$ cat src/rtl/ballast_pkg.sv
package ballast_pkg;

  typedef enum logic [2:0] {
    M_UVLO  = 3'd0,
    M_PH    = 3'd1,
    M_IGN   = 3'd2,
    M_DIM   = 3'd3,
    M_FAULT = 3'd4
  } mode_e;

  // Synchronized comparator flags; field order matches the top-level packing.
  typedef struct packed {
    logic vcc_on;
    logic vcc_ok;
    logic line_hi;
    logic line_ok;
    logic sd_hi;
    logic sd_lo;
    logic hot;
    logic tmr_done;
    logic pk_oc;
    logic pk_arm;
    logic pk_det;
  } flags_t;

  localparam int NUM_FLAGS = $bits(flags_t);

endpackage

$ cat src/rtl/flag_sync.sv
module flag_sync #(
  parameter int WIDTH  = 1,
  parameter int STAGES = 2
) (
  input  logic             clk,
  input  logic             rst_n,
  input  logic [WIDTH-1:0] d_in,
  output logic [WIDTH-1:0] q_out
);

  logic [STAGES-1:0][WIDTH-1:0] pipe_q;

  always_ff @(posedge clk or negedge rst_n) begin
    if (!rst_n) pipe_q[0] <= '0;
    else        pipe_q[0] <= d_in;
  end

  generate
    for (genvar s = 1; s < STAGES; s++) begin : g_stage
      always_ff @(posedge clk or negedge rst_n) begin
        if (!rst_n) pipe_q[s] <= '0;
        else        pipe_q[s] <= pipe_q[s-1];
      end
    end
  endgenerate

  assign q_out = pipe_q[STAGES-1];

endmodule

$ cat src/rtl/ballast_fsm.sv
module ballast_fsm
  import ballast_pkg::*;
(
  input  logic   clk,
  input  logic   rst_n,
  input  flags_t fl,
  output mode_e  mode_q,
  output logic   armed_q
);

  mode_e mode_d;
  logic  armed_d;
  logic  sd_seen_q, sd_seen_d;
  logic  lock_exit, start_ok, fault_hit;

  always_comb begin
    lock_exit = !fl.vcc_ok || !fl.line_ok || fl.sd_hi;
    start_ok  = fl.vcc_on && fl.line_hi && !fl.sd_lo && !fl.hot;
    fault_hit = fl.pk_oc || fl.hot;
  end

  always_comb begin
    mode_d    = mode_q;
    armed_d   = armed_q;
    sd_seen_d = sd_seen_q;
    case (mode_q)
      M_UVLO: begin
        armed_d   = 1'b0;
        sd_seen_d = 1'b0;
        if (start_ok) mode_d = M_PH;
      end
      M_PH: begin
        if (lock_exit) mode_d = M_UVLO;
        else if (fl.tmr_done) begin
          mode_d  = M_IGN;
          armed_d = 1'b0;
        end
      end
      M_IGN: begin
        if (lock_exit) mode_d = M_UVLO;
        else if (fault_hit) begin
          mode_d    = M_FAULT;
          sd_seen_d = 1'b0;
        end else if (armed_q && !fl.pk_det) mode_d = M_DIM;
        else if (fl.pk_arm) armed_d = 1'b1;
      end
      M_DIM: begin
        if (lock_exit) mode_d = M_UVLO;
        else if (fault_hit) begin
          mode_d    = M_FAULT;
          sd_seen_d = 1'b0;
        end
      end
      M_FAULT: begin
        if (!fl.vcc_ok) mode_d = M_UVLO;
        else if (sd_seen_q && !fl.sd_lo) mode_d = M_UVLO;
        else if (fl.sd_hi) sd_seen_d = 1'b1;
      end
      default: mode_d = M_UVLO;
    endcase
  end

  always_ff @(posedge clk or negedge rst_n) begin
    if (!rst_n) begin
      mode_q    <= M_UVLO;
      armed_q   <= 1'b0;
      sd_seen_q <= 1'b0;
    end else begin
      mode_q    <= mode_d;
      armed_q   <= armed_d;
      sd_seen_q <= sd_seen_d;
    end
  end

  assert_ph_entry_R2: assert property (@(posedge clk) disable iff (!rst_n)
    (mode_q == M_PH && $past(mode_q) != M_PH) |-> $past(mode_q) == M_UVLO);

  assert_ign_entry_R4: assert property (@(posedge clk) disable iff (!rst_n)
    (mode_q == M_IGN && $past(mode_q) != M_IGN) |-> $past(mode_q) == M_PH);

  assert_dim_entry_R5: assert property (@(posedge clk) disable iff (!rst_n)
    (mode_q == M_DIM && $past(mode_q) != M_DIM) |-> ($past(mode_q) == M_IGN && $past(armed_q)));

  assert_fault_entry_R6: assert property (@(posedge clk) disable iff (!rst_n)
    (mode_q == M_FAULT && $past(mode_q) != M_FAULT) |->
      ($past(mode_q) == M_IGN || $past(mode_q) == M_DIM));

  assert_fault_exit_R7: assert property (@(posedge clk) disable iff (!rst_n)
    ($past(mode_q) == M_FAULT && mode_q != M_FAULT) |-> mode_q == M_UVLO);

  assert_legal_code_R10: assert property (@(posedge clk) disable iff (!rst_n)
    mode_q inside {M_UVLO, M_PH, M_IGN, M_DIM, M_FAULT});

endmodule

$ cat src/rtl/ballast_outdec.sv
module ballast_outdec
  import ballast_pkg::*;
(
  input  mode_e mode_q,
  input  logic  armed_q,
  output logic  bridge_en,
  output logic  timer_clear,
  output logic  ocp_en,
  output logic  ref_fixed,
  output logic  detect_low,
  output logic  osc_reset
);

  always_comb begin
    bridge_en   = 1'b0;
    timer_clear = 1'b1;
    ocp_en      = 1'b0;
    ref_fixed   = 1'b0;
    detect_low  = 1'b0;
    osc_reset   = 1'b0;
    case (mode_q)
      M_UVLO:  osc_reset = 1'b1;
      M_PH: begin
        bridge_en   = 1'b1;
        timer_clear = 1'b0;
      end
      M_IGN: begin
        bridge_en   = 1'b1;
        timer_clear = 1'b0;
        ocp_en      = 1'b1;
        ref_fixed   = 1'b1;
        detect_low  = armed_q;
      end
      M_DIM: begin
        bridge_en   = 1'b1;
        timer_clear = 1'b0;
        ocp_en      = 1'b1;
        ref_fixed   = 1'b1;
      end
      M_FAULT: ;
      default: osc_reset = 1'b1;
    endcase
  end

endmodule

$ cat src/rtl/ballast_seq.sv
module ballast_seq
  import ballast_pkg::*;
#(
  parameter int SYNC_STAGES = 2,
  parameter int RST_STAGES  = 2
) (
  input  logic       clk,
  input  logic       rst_n,
  input  logic       vcc_above_on,
  input  logic       vcc_above_off,
  input  logic       line_above_hi,
  input  logic       line_above_lo,
  input  logic       sd_above_hi,
  input  logic       sd_above_lo,
  input  logic       over_temp,
  input  logic       preheat_done,
  input  logic       peak_over_limit,
  input  logic       peak_above_arm,
  input  logic       peak_above_detect,
  output logic [2:0] mode,
  output logic       bridge_en,
  output logic       timer_clear,
  output logic       ocp_en,
  output logic       ref_fixed,
  output logic       detect_low,
  output logic       osc_reset
);

  logic [RST_STAGES-1:0] rst_pipe_q;
  logic                  rst_n_int;

  always_ff @(posedge clk or negedge rst_n) begin
    if (!rst_n) rst_pipe_q <= '0;
    else        rst_pipe_q <= {rst_pipe_q[RST_STAGES-2:0], 1'b1};
  end
  assign rst_n_int = rst_pipe_q[RST_STAGES-1];

  logic [NUM_FLAGS-1:0] raw_vec, sync_vec;
  flags_t               fl;
  mode_e                mode_q;
  logic                 armed_q;

  assign raw_vec = {vcc_above_on, vcc_above_off, line_above_hi, line_above_lo,
                    sd_above_hi, sd_above_lo, over_temp, preheat_done,
                    peak_over_limit, peak_above_arm, peak_above_detect};

  flag_sync #(.WIDTH(NUM_FLAGS), .STAGES(SYNC_STAGES)) u_sync (
    .clk   (clk),
    .rst_n (rst_n_int),
    .d_in  (raw_vec),
    .q_out (sync_vec)
  );

  assign fl = flags_t'(sync_vec);

  ballast_fsm u_fsm (
    .clk     (clk),
    .rst_n   (rst_n_int),
    .fl      (fl),
    .mode_q  (mode_q),
    .armed_q (armed_q)
  );

  ballast_outdec u_dec (
    .mode_q      (mode_q),
    .armed_q     (armed_q),
    .bridge_en   (bridge_en),
    .timer_clear (timer_clear),
    .ocp_en      (ocp_en),
    .ref_fixed   (ref_fixed),
    .detect_low  (detect_low),
    .osc_reset   (osc_reset)
  );

  assign mode = mode_q;

endmodule

$ cat config.mk
export PLATFORM = sky130hd
export DESIGN_NAME = ballast_seq
export DESIGN_NICKNAME = d
export VERILOG_FILES = /design/src/rtl/ballast_pkg.sv /design/src/rtl/flag_sync.sv /design/src/rtl/ballast_fsm.sv /design/src/rtl/ballast_outdec.sv /design/src/rtl/ballast_seq.sv
export SDC_FILE = /design/constraint.sdc
export NUM_CORES = 1
export LEC_CHECK = 0
export ABC_AREA = 1
export BUFFER_PORTS_ARGS = -buffer_cell sky130_fd_sc_hd__buf_2
export CORE_UTILIZATION = 50
export DETAILED_ROUTE_END_ITERATION = 7
export PLACE_DENSITY = 0.74
export SLEW_MARGIN = 20
export SYNTH_ARGS = -nofsm -noshare
export SYNTH_HDL_FRONTEND = slang
export SYNTH_SLANG_ARGS = --single-unit
$ cat constraint.sdc
create_clock -name clk -period 1.25 [get_ports clk]
set_input_delay 0 -clock clk [delete_from_list [all_inputs] [get_ports clk]]
set_output_delay 0 -clock clk [all_outputs]
set_load 0.03 [all_outputs]
# After elaboration in Yosys (flattened, before gate mapping)
# Index checks and enable logic that the tools add are counted.
# classes
n_eq_ne	20
muxes	29
reduce_logical	22
# op_table
op	n
$mux 3	10
$mux 1	16
$pmux 3 s5	1
$ne 2x1->1 const B	6
$ne 2x2->1 const B	6
$reduce_and 7->1	1
$eq 3x2->1 const B	2
$ne 3x1->1 const B	2
$pmux 1 s3	2
$reduce_and 6->1	1
$reduce_bool 3->1	2
$logic_and 1x1->1	5
$logic_not 1->1	5
$reduce_and 5->1	1
$ne 4x1->1 const B	1
$reduce_or 4->1	1
$eq 3x1->1 const B	1
$eq 3x3->1 const B	1
$logic_not 3->1	1
$logic_or 1x1->1	3
$ne 3x2->1 const B	1
$reduce_or 3->1	1
$reduce_or 2->1	1
# word_totals
reg_bits	29
inputBits	13
output_inout_bits	9
wordCells	77

# Longest topological paths before layout
# logic_depth
ltp_word	6
depth_mapped	8
ltp_nobuf	8

# Modules after synthesis
# Synthesis repeated with hierarchy kept, for this count alone.
# hier_totals
hier_cells	122
hier_area_um2	1206.2
# modules_own_cells
mod	n_inst	cells_each	area_per_inst_um2	seq_area_each_um2
flag_sync	1	33	633.1	550.5
ballast_fsm	1	72	440.4	125.1
ballast_outdec	1	14	78.8	0.0
ballast_seq	1	3	53.8	50.0

# Least setup slack after synthesis
# No wires, ideal clock.
# synth_path
kind	register -> output
from	register u_fsm.mode_q[1]
to	output timer_clear
arrival_time_ns	1.574
required_time_ns	1.250
path_slack_ns	-0.324
path_stages_with_launch	6
path_buffers	0
path_cell_list	dfrtp_1 -> inv_2 -> nand2_4 -> inv_1 -> nor2_1 -> inv_1
# synth_between
elab_chain_cells	3
# synth_rtl
element	line_no	text
from (decl)	ballast_fsm.sv:7	output mode_e mode_q,
from (signal assigned)	ballast_fsm.sv:69	mode_q <= mode_d;
$eq 3x1->1 or $eq 3x2->1 (tied branches)	ballast_outdec.sv:21	case (mode_q)
$reduce_or 3->1 (no line) (*)	--	
$mux 1 (*)	ballast_outdec.sv:21	
to (decl)	ballast_seq.sv:22	output logic timer_clear,
# Mark *: on every way between the ends. The rest lies on a longest branch, timed or not.

# Final worst setup path
# layout_path
from	register u_fsm.mode_q[1]
to	output osc_reset
# layout_between
elab_chain_cells	3
# layout_rtl
element	line_no	text
$eq 3x1->1 (tied with other cells)	ballast_outdec.sv:21	
$reduce_or 4->1 (no line) (*)	--	
$mux 1 (*)	ballast_outdec.sv:21	
to (decl)	ballast_seq.sv:26	output logic osc_reset
# Marks and branches as above.

==> metrics.csv <==
metric,value,unit
# IOs,22,
Tcrit/Tclk final,102,%
most frequent cells in the layout,"dfrtp_1, nand2_1, buf_2",
reg2reg start,u_fsm.mode_q[2],
Cells after Synth,102,
Sw Share,32.4,%
full die area,2360,sq um
Die Ht,48.6,um
WS Path Type,register to output pin,
Avg Synthesized Cell Area,10.6,sq um
Post-Synth XOR/XNOR Area,0,%
main combinational cell family by area after synthesis,simple AND/OR/NAND/NOR gates,
RR Endpoint,u_fsm.mode_q[0],
CP Capture Type,output pin,
wl on met1,809,um
Synth cell types,21,
gr usage total,20.5,%
Crit Path Max Fanout,5,
largest net degree at the start of global routing,22,
TritonCTS clock tree,yes,
Clk pwr share,22.7,%
synthesized area,1080,sq um
depth of the most critical reg-to-reg path,7,
layout cell share with drive strength beyond 1,40.3,%
post-route ant nets,0,
Final Critical Period,1.27,ns
GP Congestion,0.856,
crit-path cells,"inv_4, nand2_4, inv_2, nor2_4, nor2_1, buf_4",
reg2reg setup slack,0.02,ns
DR vias,814,
failing checks,negative setup slack,
Fmax,788,MHz
fin. max-slew vios,0,
initial core utilization,54.2,%
CTS buffer count,5,
worst-case clock buffer depth,2,
Max Used Layer,met4,
Core Area,2000,sq um
dpl hpwl,1.26,mm
IO Port Bufs,21,
Worst Skew,0.00479,ns
grt ovf,0,
#FFs+latches synth,29,
clk sinks,29,
number of diodes,0,
Setup Viol. Count Final,4,
Final Hold Viols,0,
H-tree Lvls,2,
fillers,144,
final cell count without fillers,176,
worst setup margin,-0.0188,ns
Synth Area in Simple Gates,22.8,%
"Seq/Total Area, Yosys",66.9,%
Syn Nets,115,
Max-Cap Viols,0,
Worst EP required,1.25,ns
Int Pwr,0.00150,W
DR WL/cell,11.4,um
first-pass GRT wire length,3.46,mm
maximum vdd drop,1110,uV
logic gate share of total power,30.8,%
TNS Setup,-0.0485,ns
DRC,0,
DR WL met3,81,um
Synth Area in Compound Gates,5.42,%
multi-input logic area,380,sq um
worst min-delay path class,register to asynchronous set/reset pin,
Crit-path slowest cell,dfrtp_2,
"wirelength, routed",2.00,mm
Layout Nets,161,
"CTS clk-pin slew, worst paths",0.08,ns
crit start category,register,
Synth Area in Adders,0,%
Worst path max stage delay,0.46,ns
DRT iter0 DRCs,7,
cell total after placement,152,
metal2 WL,1.08,mm
RSZ-0062 raised after global routing,true,
P per Cell Area,1430,nW/um^2
initial antenna violation count,0,
sequential share of power,46.5,%
mux share of post-synthesis cell area,0,%
die width,48.6,um
TritonRoute pass-1 iters,4,
vias in the first global route,833,
outcome,finished with violations,
Root Driver,clkbuf_4,
register area,728,sq um
area grow syn2layout,43.1,%
Leak Pwr,0.731,nW
row count,16,
yosys warns,0,
Via density,4.63,
"commonest non-fill, non-tap cell in the layout",dfrtp_1,
Sw Pwr,0.000720,W
worst skew pair latency,0.31,ns
Worst EP arrival,1.27,ns
-- per-stage QoR --
stage / utilization, % / hold WS [ns] / area, sq um / setup slack, ns / total power [W]
after floorplan: - / -0.296 / 1090 / -0.0670 / 0.00142
after detailed placement: 63.0 / -0.213 / 1260 / 0.00173 / 0.00155
after global routing: 77.6 / 0.161 / 1550 / -0.0937 / 0.00234
final: 77.6 / 0.126 / 1550 / -0.0188 / 0.00222
after global placement: 63.0 / -0.215 / 1260 / 0.0716 / 0.00153
after CTS: 74.6 / 0.136 / 1490 / -0.0254 / 0.00216
-- cell usage after synthesis (all sizes together) --
cell type  instances  area [sq um]
dfrtp             29           726
nor2              16          80.1
nand3b             2          15.0
o21ai              4          20.0
o21bai             2          15.0
nand4              2          12.5
nand2             26           110
o21a               1          7.51
conb               1          3.75
buf                1          7.51
inv               11          41.3
nand3              5          30.0
a21oi              1          5.00
a21boi             1          11.3
-- cells by family after synthesis --
logic type | Yosys count
AOI/OAI and AO/OA | 9
and+or+nand+nor | 51
buffers and inverters | 12
other | 1
DFF | 29
-- per-layer routing --
layer,global-route usage (%),vias up
met1,21.1,380
li1,-,406
met2,36.2,23
met5,0,-
met4,11.3,0
met3,7.55,5
-- flip-flops by register name, indices dropped and copies added (netlist names) --
signal and cells:
rst_pipe_q 2, u_fsm.armed_q 1, u_fsm.mode_q 3, u_fsm.sd_seen_q 1
u_sync.pipe_q 11, u_sync.q_out 11
-- worst max-delay path: cells and delay by family (launching register included) --
family / cells / cell delay (ns)
flip-flops: 1 / 0.46
buffers and inverters: 3 / 0.31
AND/OR/NAND/NOR: 3 / 0.19
-- repair_timing --
action / in CTS / in global routing
pin swaps: 3 / 6
hold buffers: 13 / 0
setup buffers: 4 / 0
endpoints found under the hold margin: 13 / 0
gates resized for setup: 11 / 16
setup endpoints to repair: 6 / 9
-- power groups by stage --
stage	clock (W)	sequential (W)	combinational [W]
2_1_floorplan	0	0.00109	0.000330
3_3_place_gp	0	0.00105	0.000476
3_5_place_dp	0	0.00106	0.000489
4_1_cts	0.000520	0.00103	0.000613
5_1_grt	0.000567	0.00104	0.000732
6_report	0.000504	0.00103	0.000685
-- how the worst max path moves through the flow --
stage | start | end | depth (start not counted)
floorplan | u_fsm.mode_q[0] | timer_clear | 5
global placement | u_fsm.mode_q[1] | u_fsm.mode_q[2] | 8
detailed placement | u_fsm.mode_q[1] | u_fsm.mode_q[0] | 8
CTS | u_fsm.mode_q[2] | detect_low | 4
global route | u_fsm.mode_q[2] | detect_low | 4
finish | u_fsm.mode_q[1] | osc_reset | 6
-- area by class of cell --
class,instances,area share [%]
Timing Repair Buffer,40,20.3
Multi-Input combinational cell,61,24.5
Inverter,11,2.98
Sequential cell,29,46.9
Clock buffer,8,3.14
Tap cell,27,2.18
Power figures use the tool's default switching activity.
